**config.mk**
```make
export PLATFORM = sky130hd
export DESIGN_NAME = carrier_sense
export DESIGN_NICKNAME = d
export VERILOG_FILES = /design/src/rtl/crs_pkg.sv /design/src/rtl/crs_jabber_dp.sv /design/src/rtl/crs_ctrl.sv /design/src/rtl/carrier_sense.sv
export SDC_FILE = /design/constraint.sdc
export NUM_CORES = 1
export LEC_CHECK = 0
export BUFFER_PORTS_ARGS = -buffer_cell sky130_fd_sc_hd__buf_2
export CAP_MARGIN = 20
export CORE_MARGIN = 2
export CORE_UTILIZATION = 57
export CTS_BUF_LIST = sky130_fd_sc_hd__clkbuf_4 sky130_fd_sc_hd__clkbuf_8
export DETAILED_ROUTE_END_ITERATION = 10
export MAX_ROUTING_LAYER = met4
export PLACE_DENSITY = 0.89
export SYNTH_ARGS = -nofsm -noshare
export SYNTH_HDL_FRONTEND = slang
export SYNTH_SLANG_ARGS = --single-unit
```
**constraint.sdc**
```tcl
create_clock -name clk -period 2.4 [get_ports clk]
set_input_delay 0.48 -clock clk [delete_from_list [all_inputs] [get_ports clk]]
set_output_delay 0.48 -clock clk [all_outputs]
set_load 0.03 [all_outputs]
```
**src/rtl/crs_pkg.sv**
```systemverilog
package crs_pkg;
  // Strobes from the control to the jabber counter datapath
  typedef struct packed {
    logic cntClear;  // receive activity dropped: restart the count
    logic cntInc;    // receive activity continues below the limit
  } jabStrobe_t;
endpackage

```
**src/rtl/crs_jabber_dp.sv**
```systemverilog
module crs_jabber_dp
  import crs_pkg::*;
#(
  parameter int JAB_CYCLES = 18050
) (
  input  logic       clk,
  input  logic       rstN,
  input  jabStrobe_t strobe,
  output logic       atLimit
);
  localparam int CNT_W = $clog2(JAB_CYCLES + 1);
  localparam logic [CNT_W-1:0] LIMIT = CNT_W'(JAB_CYCLES);

  logic [CNT_W-1:0] cnt;

  always_ff @(posedge clk) begin
    if (!rstN)                cnt <= '0;
    else if (strobe.cntClear) cnt <= '0;
    else if (strobe.cntInc)   cnt <= cnt + 1'b1;
  end

  assign atLimit = (cnt == LIMIT);

  AST_NO_OVERFLOW: assert property (@(posedge clk) disable iff (!rstN)
    cnt <= LIMIT);
  AST_COUNT_RESTART: assert property (@(posedge clk) disable iff (!rstN)
    strobe.cntClear |=> (cnt == '0));
endmodule

```
**src/rtl/crs_ctrl.sv**
```systemverilog
module crs_ctrl
  import crs_pkg::*;
(
  input  logic       clk,
  input  logic       rstN,
  input  logic       strapRepeater,
  input  logic       speed100,
  input  logic       rxActive,
  input  logic       txActive,
  input  logic       cfgWr,
  input  logic       cfgRepeater,
  input  logic       cfgOverride,
  input  logic       jabRd,
  input  logic       atLimit,
  output jabStrobe_t strobe,
  output logic       crs,
  output logic       cimEnable,
  output logic       jabberSeen
);
  logic repeaterQ;
  logic overrideQ;
  logic atLimitQ;
  logic cutEnable;
  logic rxPart;
  logic jabOnset;

  // Mode and override bits; the repeater bit takes the strap value in reset
  always_ff @(posedge clk) begin
    if (!rstN) begin
      repeaterQ <= strapRepeater;
      overrideQ <= 1'b0;
    end else if (cfgWr) begin
      repeaterQ <= cfgRepeater;
      overrideQ <= cfgOverride;
    end
  end

  // The jabber cut applies unless the repeater hold at 100 Mb/s is in force
  assign cutEnable = !speed100 || !repeaterQ || overrideQ;
  assign rxPart    = rxActive && !(atLimit && cutEnable);
  assign crs       = rxPart || (!repeaterQ && txActive);
  assign cimEnable = speed100 && repeaterQ;

  assign strobe.cntClear = !rxActive;
  assign strobe.cntInc   = rxActive && !atLimit;

  // Sticky flag: set on jabber onset, cleared by a read, set wins
  assign jabOnset = atLimit && !atLimitQ;

  always_ff @(posedge clk) begin
    if (!rstN) begin
      atLimitQ   <= 1'b0;
      jabberSeen <= 1'b0;
    end else begin
      atLimitQ <= atLimit;
      if (jabOnset)   jabberSeen <= 1'b1;
      else if (jabRd) jabberSeen <= 1'b0;
    end
  end

  AST_REP_RX_ONLY: assert property (@(posedge clk) disable iff (!rstN)
    (repeaterQ && !rxActive) |-> !crs);
  AST_NODE_TX: assert property (@(posedge clk) disable iff (!rstN)
    (!repeaterQ && txActive) |-> crs);
  AST_CIM_10M_OFF: assert property (@(posedge clk) disable iff (!rstN)
    !speed100 |-> !cimEnable);
  AST_JAB_CUT: assert property (@(posedge clk) disable iff (!rstN)
    (atLimit && cutEnable && (repeaterQ || !txActive)) |-> !crs);
  AST_REP_HOLD: assert property (@(posedge clk) disable iff (!rstN)
    (rxActive && speed100 && repeaterQ && !overrideQ) |-> crs);
  AST_STICKY_SET: assert property (@(posedge clk) disable iff (!rstN)
    $rose(atLimit) |=> jabberSeen);
endmodule

```
**src/rtl/carrier_sense.sv**
```systemverilog
module carrier_sense
  import crs_pkg::*;
#(
  parameter int CLK_MHZ = 25,
  parameter int JAB_US  = 722
) (
  input  logic clk,
  input  logic rstN,
  input  logic strapRepeater,
  input  logic speed100,
  input  logic rxActive,
  input  logic txActive,
  input  logic cfgWr,
  input  logic cfgRepeater,
  input  logic cfgOverride,
  input  logic jabRd,
  output logic crs,
  output logic cimEnable,
  output logic jabberSeen
);
  localparam int JAB_CYCLES = CLK_MHZ * JAB_US;

  jabStrobe_t strobe;
  logic       atLimit;

  crs_ctrl u_ctrl (
    .clk           (clk),
    .rstN          (rstN),
    .strapRepeater (strapRepeater),
    .speed100      (speed100),
    .rxActive      (rxActive),
    .txActive      (txActive),
    .cfgWr         (cfgWr),
    .cfgRepeater   (cfgRepeater),
    .cfgOverride   (cfgOverride),
    .jabRd         (jabRd),
    .atLimit       (atLimit),
    .strobe        (strobe),
    .crs           (crs),
    .cimEnable     (cimEnable),
    .jabberSeen    (jabberSeen)
  );

  crs_jabber_dp #(.JAB_CYCLES(JAB_CYCLES)) u_dp (
    .clk     (clk),
    .rstN    (rstN),
    .strobe  (strobe),
    .atLimit (atLimit)
  );
endmodule

```
==> reports/qor.yml <==
final_nets: 135
use_met1_pct: 30.9
antenna_found_initial: 0
layout_commonest_cell: "nor2_1"
status: "finished with violations"
crit_fanout: 4
diodes: 0
ys.warnings.count: 0
antenna_violating_nets_post_route: 0
grt.busiest_layer: "met2"
grt_max_degree: 16
clock_skew_ns: 0.00175
met2_usage_pct: 36.5
critPathLaunch: "u_dp.cnt[4]"
netlist_instances: 104
maxSlewViolCount: 0
p_leak_nw: 0.405
synth_top_family_by_area: "simple AND/OR/NAND/NOR gates"
clk_pin_slew_worst_paths_ns: 0.11
drc_errors: 0
fmax_mhz: 385
cts_buffers: 3
comb_power_share_pct: 8.0
r2r_cells: 5
synth_fa_ha_area_share_pct: 2.77
synth_simple_gate_area_share_pct: 27.0
ir_drop_mv: 0.368
p_int_mw: 0.403
hold_violations: 0
grt_pass1_vias: 730
synth_seq_cells: 19
cts.sinks: 19
drive_gt1_share_pct: 27.0
maxCapViolations: 0
grt_pass1_wl_um: 3230
crit_type: "reg -> out"
violations: "setup timing"
syn_nets: 116
layout_min_cycle_time_ns: 2.60
core_mm2: 0.00149
worst_slack_ns: -0.200
switching_share_pct: 24.6
muxShareOfSynthArea_pct: 2.35
placedCellCount: 133
hold_depth: 3
rsz0062_at_grt: "true"
postSynthAreaPerCell_um2: 8.70
grt_overflow_total: 0
p_sw_mw: 0.132
dpl_worst_slack_ns: 0.121
synth_compound_area_share_pct: 9.13
drtIter0Drc: 18
synth_area_um2: 905
io_pins: 13
htreeDepth: 1
grt_use_total_pct: 23.9
final_cell_mix: "nor2_1 (20), dfxtp_1 (14), buf_2 (11), xnor2_1 (9)"
post-route-period-util_pct: 108
die_area_mm2: 0.00192
dpl.hpwl_um: 1380
clock_power_share_pct: 31.3
synth_xor_xnor_area_share_pct: 10.7
max_slew.worst_pin.slew_ns: 0.516
synth_seq_area_share_pct: 43.2
arrival_ns: 2.12
r2r_slack_ns: 0.46
hold_path_class: "in -> reg"
post-route-util_pct: 70.8
gp_congestion: 0.820
worst_setup_path_start_kind: "register"
vias: 754
placed_area_um2: 1000
cp_common_cell: "o21ai_1"
r2r_start: "u_dp.cnt[4]"
slowest_delay_ns: 0.54
endpoint: "crs"
initial_utilization_pct: 60.8
p_per_area_mw_per_mm2: 508
synth_cell_types: 32
die_w_um: 43.8
worstPathRequired_ns: 1.92
pwr-share-seq_pct: 60.7
rr_endpoint: "u_dp.cnt[0]"
die_y_um: 43.8
crit_chain: "or4b_1 -> or4_4 -> o21ai_1 -> o21ai_1 -> buf_4"
finalNonFillerCells: 138
endpoint_kind: "output pin"
slew_headroom_pct: 65.5
cp_slowest_cell: "or4b_1"
cts_tree: "built"
fin_hold_ws_ns: 0.404
cts_root_buf: "clkbuf_4"
clockBufferDepth: 2
drt-pass1-iter-count: 4
finalSetupViolCount: 1
io_buffers: 12
wl_um: 1960
area_growth_syn_to_layout_pct: 16.5
via_per_inst: 5.46
wire_per_inst_um: 14.2
total_power_mw: 0.535
postLayoutCellArea_mm2: 0.00105
use_met3_pct: 5.42
finalSetupTns_ns: -0.200
clock_latency_ns: 0.31
rows: 14
## worst max-delay path, delay by kind of cell (launching register included)
family / cells / cell delay, ns
AND/OR/NAND/NOR: 2 / 1.08
flip-flops: 1 / 0.36
AO/OA/AOI/OAI: 2 / 0.20
buffers and inverters: 1 / 0.17
## synthesized netlist by cell type
master	number	share of area, %
a21oi_2	1	0.97
or4_1	1	0.83
nand3_1	8	4.4
and3_1	1	0.69
a21oi_1	1	0.55
o22ai_2	1	1.4
nand4_1	1	0.69
ha_1	2	2.8
nor3_1	4	2.2
xor2_1	2	1.9
nor2b_1	1	0.69
and2_1	2	1.4
inv_1	8	3.3
xnor2_1	9	8.7
a211oi_2	1	1.4
o21ai_1	1	0.55
a31o_2	1	0.97
edfxtp_1	1	3.3
or4b_1	3	3.3
a41o_1	1	1.1
mux2_2	1	1.2
clkbuf_1	2	0.83
buf_4	1	0.83
dfxtp_1	18	40
nand2_1	4	1.7
nor4_1	3	2.1
mux2i_1	1	1.1
a31o_1	1	0.97
o21ai_0	1	0.55
a31oi_1	1	0.69
nand2b_1	1	0.69
nor2_1	20	8.3
## routing by layer
layer  vias to the layer above  share of wire (%)
met5                         -                  0
met4                         0               0.77
met3                         2                2.5
met2                        13                 50
met1                       350                 47
li1                        389                  -
## final cells by class
type | instances | area [µm²]
clock inverter | 1 | 5.00
tap | 16 | 20.0
clock buffer | 3 | 22.5
fill | 113 | 435
inverter | 8 | 30.0
multi-input combinational | 74 | 480
timing repair buffer | 17 | 100
sequential | 19 | 395
## logic make-up (layout without fill, tap and decap cells)
logic type	Yosys count	count (layout)
AOI/OAI and AO/OA	10	10
buffers and inverters	11	29
DFF	19	19
muxes	2	2
adders and majority gates	2	2
and+or+nand+nor	49	49
xor gates and xnor gates	11	11
## worst min path at each step
stage | slack [ns] | end | start
2_1_floorplan | 0.46 | u_ctrl.overrideQ | u_ctrl.overrideQ
3_3_place_gp | 0.49 | u_ctrl.overrideQ | u_ctrl.overrideQ
3_5_place_dp | 0.51 | u_ctrl.overrideQ | u_ctrl.overrideQ
4_1_cts | 0.42 | u_ctrl.overrideQ | cfgOverride
5_1_grt | 0.43 | u_ctrl.overrideQ | cfgOverride
6_report | 0.40 | u_ctrl.overrideQ | cfgOverride
## power by group through the flow
stage                     sequential [mW]  clock, mW  combinational, mW
after global placement              0.332          0             0.0388
after detailed placement            0.332          0             0.0407
final                               0.325      0.167             0.0427
after global routing                0.325      0.180             0.0466
after floorplan                     0.332          0             0.0232
after CTS                           0.325      0.167             0.0420
## registers in the layout, indices dropped and copies added (netlist names)
name,cells
u_ctrl.overrideQ,1
u_ctrl.repeaterQ,1
u_dp.cnt,15
u_ctrl.atLimitQ,1
u_ctrl.jabberSeen,1
## timing repair
action / CTS / global route
gates resized for setup: 6 / 2
pin swaps: 2 / 1
setup endpoints to repair: 1 / 1
setup buffers: 1 / 0
hold buffers: 0 / 0
No activity file was read; power rests on OpenSTA's default activity.
